--- config.mk ---
export PLATFORM = sky130hd
export DESIGN_NAME = serial_result_tx
export DESIGN_NICKNAME = d
export VERILOG_FILES = /design/src/rtl/sertx_pkg.sv /design/src/rtl/sertx_clkgen.sv /design/src/rtl/sertx_hold.sv /design/src/rtl/sertx_framer.sv /design/src/rtl/serial_result_tx.sv
export SDC_FILE = /design/constraint.sdc
export NUM_CORES = 1
export LEC_CHECK = 0
export BUFFER_PORTS_ARGS = -buffer_cell sky130_fd_sc_hd__buf_2
export CORE_MARGIN = 2
export CORE_UTILIZATION = 37
export CTS_CLUSTER_SIZE = 10
export DETAILED_ROUTE_END_ITERATION = 6
export GPL_ROUTABILITY_DRIVEN = 1
export PLACE_DENSITY = 0.64
export SETUP_SLACK_MARGIN = 0.3
export SYNTH_ARGS = -nofsm -noshare
export SYNTH_HDL_FRONTEND = slang
export SYNTH_HIERARCHICAL = 1
export SYNTH_SLANG_ARGS = --single-unit
--- constraint.sdc ---
create_clock -name clk -period 1.6 [get_ports clk]
set_clock_uncertainty 0.2 [all_clocks]
set_input_delay 0.24 -clock clk [delete_from_list [all_inputs] [get_ports clk]]
set_output_delay 0.24 -clock clk [all_outputs]
set_load 0.01 [all_outputs]
--- src/rtl/sertx_pkg.sv ---
package sertx_pkg;

    localparam int unsigned WORD_BITS = 14;
    localparam int unsigned IDX_BITS  = $clog2(WORD_BITS);

    typedef logic [WORD_BITS-1:0] word_t;
    typedef logic [IDX_BITS-1:0]  idx_t;

    localparam idx_t LAST_IDX = idx_t'(WORD_BITS - 1);

    // one three-state pin: drive enable plus level
    typedef struct packed {
        logic drive;
        logic level;
    } pin_t;

    // state of the frame shifter
    typedef struct packed {
        logic  active;
        idx_t  idx;
        word_t shreg;
    } frame_t;

    function automatic logic word_msb(input word_t w);
        return w[WORD_BITS-1];
    endfunction

    function automatic word_t word_shift(input word_t w);
        return {w[WORD_BITS-2:0], 1'b0};
    endfunction

endpackage

--- src/rtl/sertx_clkgen.sv ---
module sertx_clkgen #(
    parameter int unsigned HALF_CYC = 2
) (
    input  logic clk,
    input  logic rst,
    output logic sclk_lvl,
    output logic rise_evt
);

    logic tick;

    generate
        if (HALF_CYC <= 1) begin : g_direct
            assign tick = 1'b1;
        end else begin : g_div
            localparam int unsigned CW = $clog2(HALF_CYC);
            localparam logic [CW-1:0] TOP = CW'(HALF_CYC - 1);
            logic [CW-1:0] ph_cnt;

            assign tick = (ph_cnt == TOP);

            always_ff @(posedge clk) begin
                if (rst || tick) begin
                    ph_cnt <= '0;
                end else begin
                    ph_cnt <= ph_cnt + 1'b1;
                end
            end
        end
    endgenerate

    assign rise_evt = tick && !sclk_lvl;

    always_ff @(posedge clk) begin
        if (rst) begin
            sclk_lvl <= 1'b0;
        end else if (tick) begin
            sclk_lvl <= ~sclk_lvl;
        end
    end

endmodule

--- src/rtl/sertx_hold.sv ---
module sertx_hold
    import sertx_pkg::*;
(
    input  logic  clk,
    input  logic  rst,
    input  logic  load,
    input  word_t result,
    input  logic  take,
    output logic  pending,
    output word_t word
);

    always_ff @(posedge clk) begin
        if (rst) begin
            pending <= 1'b0;
            word    <= '0;
        end else if (load) begin
            // a newer result replaces one not yet started
            pending <= 1'b1;
            word    <= result;
        end else if (take) begin
            pending <= 1'b0;
        end
    end

endmodule

--- src/rtl/sertx_framer.sv ---
module sertx_framer
    import sertx_pkg::*;
(
    input  logic   clk,
    input  logic   rst,
    input  logic   rise_evt,
    input  logic   pending,
    input  word_t  word,
    output logic   take,
    output frame_t st
);

    assign take = rise_evt && !st.active && pending;

    always_ff @(posedge clk) begin
        if (rst) begin
            st <= '0;
        end else if (rise_evt) begin
            if (st.active) begin
                if (st.idx == '0) begin
                    st.active <= 1'b0;
                end else begin
                    st.idx   <= st.idx - 1'b1;
                    st.shreg <= word_shift(st.shreg);
                end
            end else if (pending) begin
                st.active <= 1'b1;
                st.idx    <= LAST_IDX;
                st.shreg  <= word;
            end
        end
    end

endmodule

--- src/rtl/serial_result_tx.sv ---
module serial_result_tx
    import sertx_pkg::*;
#(
    parameter int unsigned HALF_CYC = 2
) (
    input  logic                 clk,
    input  logic                 rst,
    input  logic                 cont_mode,
    input  logic                 load,
    input  logic [WORD_BITS-1:0] result,
    output logic                 sclk_o,
    output logic                 sclk_oe,
    output logic                 strb_n_o,
    output logic                 strb_oe,
    output logic                 sdata_o,
    output logic                 sdata_oe
);

    logic   sclk_lvl;
    logic   rise_evt;
    logic   pending;
    logic   take;
    word_t  held;
    frame_t st;
    pin_t   p_sclk, p_strb, p_data;

    sertx_clkgen #(.HALF_CYC(HALF_CYC)) u_clkgen (
        .clk      (clk),
        .rst      (rst),
        .sclk_lvl (sclk_lvl),
        .rise_evt (rise_evt)
    );

    sertx_hold u_hold (
        .clk     (clk),
        .rst     (rst),
        .load    (load),
        .result  (result),
        .take    (take),
        .pending (pending),
        .word    (held)
    );

    sertx_framer u_framer (
        .clk      (clk),
        .rst      (rst),
        .rise_evt (rise_evt),
        .pending  (pending),
        .word     (held),
        .take     (take),
        .st       (st)
    );

    always_comb begin
        p_sclk.level = sclk_lvl;
        p_sclk.drive = cont_mode || st.active;
        p_strb.level = !st.active;
        p_strb.drive = st.active;
        p_data.level = st.active && word_msb(st.shreg);
        p_data.drive = st.active;
    end

    assign sclk_o   = p_sclk.level;
    assign sclk_oe  = p_sclk.drive;
    assign strb_n_o = p_strb.level;
    assign strb_oe  = p_strb.drive;
    assign sdata_o  = p_data.level;
    assign sdata_oe = p_data.drive;

endmodule

# Yosys cells after proc, flatten, opt, wreduce, memory -nomap -nowiden
# Index checks and enable logic that the tools add are counted.
# W data, S select, Z words.
word_totals:
  register_bits: 36
classes:
  n_reduce_logical: 12
  bitwise_logic: 1
  add_sub_neg: 2
  mux: 6
  eq_ne: 1
op_table:
  columns: ["op", "count"]
  rows:
  - ["$mux W19", 2]
  - ["$mux W18", 1]
  - ["$logic_and A1 B1 Y1", 4]
  - ["$logic_not A4 Y1", 1]
  - ["$reduce_bool A2 Y1", 2]
  - ["$sub A4 B1 Y4 const B", 1]
  - ["$mux W1", 3]
  - ["$reduce_and A3 Y1", 1]
  - ["$logic_not A1 Y1", 2]
  - ["$logic_or A1 B1 Y1", 2]
  - ["$ne A2 B2 Y1 const B", 1]
  - ["$add A1 B1 Y1 const B", 1]
  - ["$not A1 Y1", 1]

# Logic depth before layout (Yosys ltp)
depth:
  word_depth: 6
  depth_mapped: 7
  depth_no_buf: 5

# Modules after synthesis
# The synthesis kept the hierarchy.
modules_own_cells:
  columns: ["mod", "cells_per_inst", "area_per_inst_um2", "n_inst"]
  rows:
  - ["sertx_framer", 102, 1074.8, 1]
  - ["sertx_hold", 49, 544.3, 1]
  - ["sertx_clkgen", 6, 62.6, 1]
  - ["serial_result_tx", 4, 25.0, 1]

# Worst setup path after synthesis
# Ideal clock, no wire load.
synth_path:
  path_kind: "register to register"
  from: "register, netlist name u_framer/st[14]"
  to: "register, netlist name u_framer/st[10]"
  path_stages_with_launch: 7
  path_buffers: 1
  slack_ns: 0.041
  arrival_time_ns: 1.218
  path_cell_list: "dfxtp_1 -> inv_1 -> ha_1 -> and4bb_4 -> nor2_4 -> buf_6 -> a211oi_2"
synth_between:
  elab_chain_len: 3
synth_lines:
  columns: ["item", "line_no", "source"]
  rows:
  - ["$logic_not A4 Y1", "sertx_framer.sv:20", "if (st.idx == '0) begin"]
  - ["$ne A2 B2 Y1 (no source line)", null, null]
  - ["$reduce_and A3 Y1 (no source line)", null, null]
# Every way passes these cells.
# A chain may end at the register's enable or synchronous reset.

# Final worst setup path
layout_path:
  from: "register, netlist name u_framer/st[14]"
  to: "register, netlist name u_framer/st[17]"
layout_between:
  elab_chain_len: 3
layout_lines:
  columns: ["item", "line_no"]
  rows:
  - ["$sub A4 B1 Y4 or $logic_not A4 Y1 (tied branches)", "sertx_framer.sv:23, sertx_framer.sv:20"]
  - ["$mux W18 or $ne A2 B2 Y1 (tied branches)", null]
  - ["$mux W19 or $reduce_and A3 Y1 (tied branches)", null]
# Parallel ways exist; a longest one is shown, timed or not. The select of a mux whose other input is x is not followed.

==> flow_metrics.env <==
export IMPL_status="finished with violations"
export IMPL_violations="hold timing"
export IMPL_yosys_cell_count_top_type="dfxtp_1"
export IMPL_grt_pass1_wl_um=6600
export IMPL_fp_dieH_um=71.9
export IMPL_reg2reg_slack_ns=0.07
export IMPL_period_minus_slack_ns=1.53
export IMPL_min_to="u_hold/word[1]"
export IMPL_cp_end_kind="register"
export IMPL_synth_compound_area_share_pct=26.5
export IMPL_die_area_um2=5170
export IMPL_die_w_um=71.9
export IMPL_setup_viol=0
export IMPL_async_reset_ff_share_pct=0
export IMPL_avgRoutedWirePerCell_um=15.0
export IMPL_start_kind="register"
export IMPL_rr_worst_depth=6
export IMPL_h_tree_depth=2
export IMPL_area_growth_pct=28.5
export IMPL_cts_buffer_depth=2
export IMPL_dp_slack_ns=-0.0964
export IMPL_max_freq_ghz=0.652
export IMPL_hold_start="result[1]"
export IMPL_syn_inst=161
export IMPL_ys_top_cells_by_area="dfxtp_1 (42%), mux2i_1 (8.8%), a211oi_2 (7.3%)"
export IMPL_synthFlopType="dfxtp_1"
export IMPL_syn_nets=180
export IMPL_clkTransAtPathRegs_ns=0.07
export IMPL_clockRootBuffer="clkbuf_8"
export IMPL_rsz0062_at_grt="true"
export IMPL_synth_top_family_by_area="compound AO/OA/AOI/OAI gates"
export IMPL_grt_pass1_vias=1358
export IMPL_synth_top_cell_area_share_pct=42.2
export IMPL_fillers=406
export IMPL_cp_arrival_ns=1.51
export IMPL_port_buffers=23
export IMPL_ant_nets=0
export IMPL_synthXorXnorAreaFrac_pct=0.513
export IMPL_crit_required_ns=1.58
export IMPL_grt_max_degree=28
export IMPL_syn_cell_area_um2=1710
export IMPL_viasPerCell=5.36
export IMPL_reg2reg_to="u_framer/st[17]"
export IMPL_r2r_start="u_framer/st[14]"
export IMPL_hold_depth=3
export IMPL_hold_class="input pin to register"
export IMPL_utilization_pct=50.0
export IMPL_ys_warn_count=6
export IMPL_rows=24
export IMPL_start_util_pct=38.9
export IMPL_dp_hpwl_um=2250
export IMPL_ys_seq_elements=36
export IMPL_yosys_area_share_adder_pct=0.733
export IMPL_vias=1361
export IMPL_drv_slew=0
export IMPL_setup_ws_ns=0.0668
export IMPL_grt_overflow_total=0
export IMPL_crit_type="register to register"
export IMPL_synth_edf_count=0
export IMPL_ir_drop_uv=522
export IMPL_synthTopCellsByCount="dfxtp_1 (36), nor2_1 (18), mux2i_1 (15)"
export IMPL_hold_slack_ns=-0.000937
export IMPL_antenna_found_initial=0
export IMPL_path_max_fanout=7
export IMPL_routed_wl_um=3800
export IMPL_place_gp_congestion=0.824
export IMPL_numClockSinks=36
export IMPL_grtUsageTotal_pct=16.5
export IMPL_drtIter0Drc=91
export IMPL_clk_latency_ns=0.28
export IMPL_hold_violations=1
export IMPL_tightest_slew_ns=0.429
export IMPL_syn_mean_instance_area_um2=10.6
export IMPL_max_cap_violations=0
export IMPL_diodes=0
export IMPL_p_leak_nw=0.860
export IMPL_drive_above_1_share_pct=40.6
export IMPL_synth_simple_area_share_pct=11.8
export IMPL_slew_headroom_pct=71.4
export IMPL_ioPinCount=24
export IMPL_core_area_um2=4380
export IMPL_muxShareOfSynthArea_pct=8.80
export IMPL_cts_buffers=5
export IMPL_drc_errors=0
export IMPL_p_per_area_nw_per_um2=933
export IMPL_fin_crit_sh_pct=95.8
export IMPL_synth_distinct_cells=39
export IMPL_yosysSeqAreaShare_pct=42.2
export IMPL_cts_tree="built"
export IMPL_dr_pass1_iters=4
export IMPL_synth_largest_area_cell="dfxtp_1"
export IMPL_fin_nets=220
-- layer usage --
metal  wire length (um)  track usage, %
met4                 55            6.92
met1               1720            20.8
met3                143            3.33
met5                  0               0
met2               1880            27.7
-- how the worst max path moves through the flow --
stage | slack, ns | from | cells after the start | endpoint
after CTS | 0.07 | u_framer/st[14] | 6 | u_framer/st[17]
after global placement | -0.007 | u_framer/st[14] | 5 | u_framer/st[2]
final | 0.07 | u_framer/st[14] | 6 | u_framer/st[17]
after floorplan | 0.15 | u_framer/st[14] | 6 | u_framer/st[10]
after global routing | 0.02 | u_framer/st[14] | 6 | u_framer/st[7]
after detailed placement | -0.1 | u_framer/st[14] | 5 | u_framer/st[3]
-- registers in the layout, indices dropped and copies added, names as in the netlist --
register and cells:
u_clkgen/sclk_lvl 1, u_clkgen/g_div.ph_cnt 1, u_hold/word 14, u_hold/pending 1, u_framer/st 19
-- through the flow --
step / cells / hold WS, ns / total power (W) / instance area (um2) / TNS, ns
floorplan: 161 / 0.0993 / 0.00127 / 1740 / 0
global placement: 225 / 0.204 / 0.00131 / 1840 / -0.0267
detailed placement: 225 / 0.218 / 0.00133 / 1840 / -0.902
CTS: 253 / 0.000560 / 0.00206 / 2190 / 0
global route: 254 / 0.00668 / 0.00215 / 2190 / 0
finish: 254 / -0.000937 / 0.00205 / 2190 / 0
-- placed cells by master (no fill, tap or decap), drive strengths merged, types with 2 or more instances in the layout --
master       instances
a211oi              13
a21oi               17
a22oi               13
a31oi                2
buf                 38
clkbuf               9
dfxtp               36
dlygate4sd3          8
inv                  5
mux2i               15
nand2                2
nor2                19
nor2b                3
o21a                 2
o21ai                3
-- layout make-up --
| cell class | instances | area, um2 | area share [%] |
|---|---|---|---|
| inverters | 5 | 21.3 | 0.970 |
| well taps | 52 | 65.1 | 2.97 |
| clock buffers | 8 | 90.1 | 4.11 |
| flip-flops and latches | 36 | 732 | 33.4 |
| multi-input cells | 106 | 871 | 39.7 |
| repair buffers | 47 | 414 | 18.9 |
-- cell families (layout without fill, tap and decap cells) --
| family | after synthesis | after routing |
|---|---|---|
| fa+ha+maj | 1 | 1 |
| flops | 36 | 36 |
| buf+inv | 20 | 60 |
| mux | 15 | 15 |
| compound gates | 54 | 55 |
| simple gates | 34 | 34 |
| xor+xnor | 1 | 1 |
-- worst max-delay path, cell delays in order (launching register included) --
cell,delay [ns]
dfxtp_4,0.35
inv_4,0.06
ha_4,0.15
and4bb_4,0.27
nor2_4,0.06
buf_12,0.14
o211a_1,0.19
-- what timing repair did --
| action | 4_1_cts | 5_1_grt |
|---|---|---|
| hold buffers | 8 | 0 |
| endpoints found under the hold margin | 8 | 0 |
| buffers inserted | 10 | 1 |
| gates resized for setup | 8 | 2 |
| gates cloned | 2 | 0 |
| pin swaps | 7 | 4 |
| endpoints found under the setup margin | 25 | 25 |
-- where the power goes --
part           switching, W  total, W  internal, W
combinational      0.000187  0.000393     0.000207
clock              0.000299  0.000650     0.000351
sequential        0.0000465   0.00100     0.000957
total              0.000532   0.00205      0.00151
Note: power is estimated with default switching activity, not from simulation.
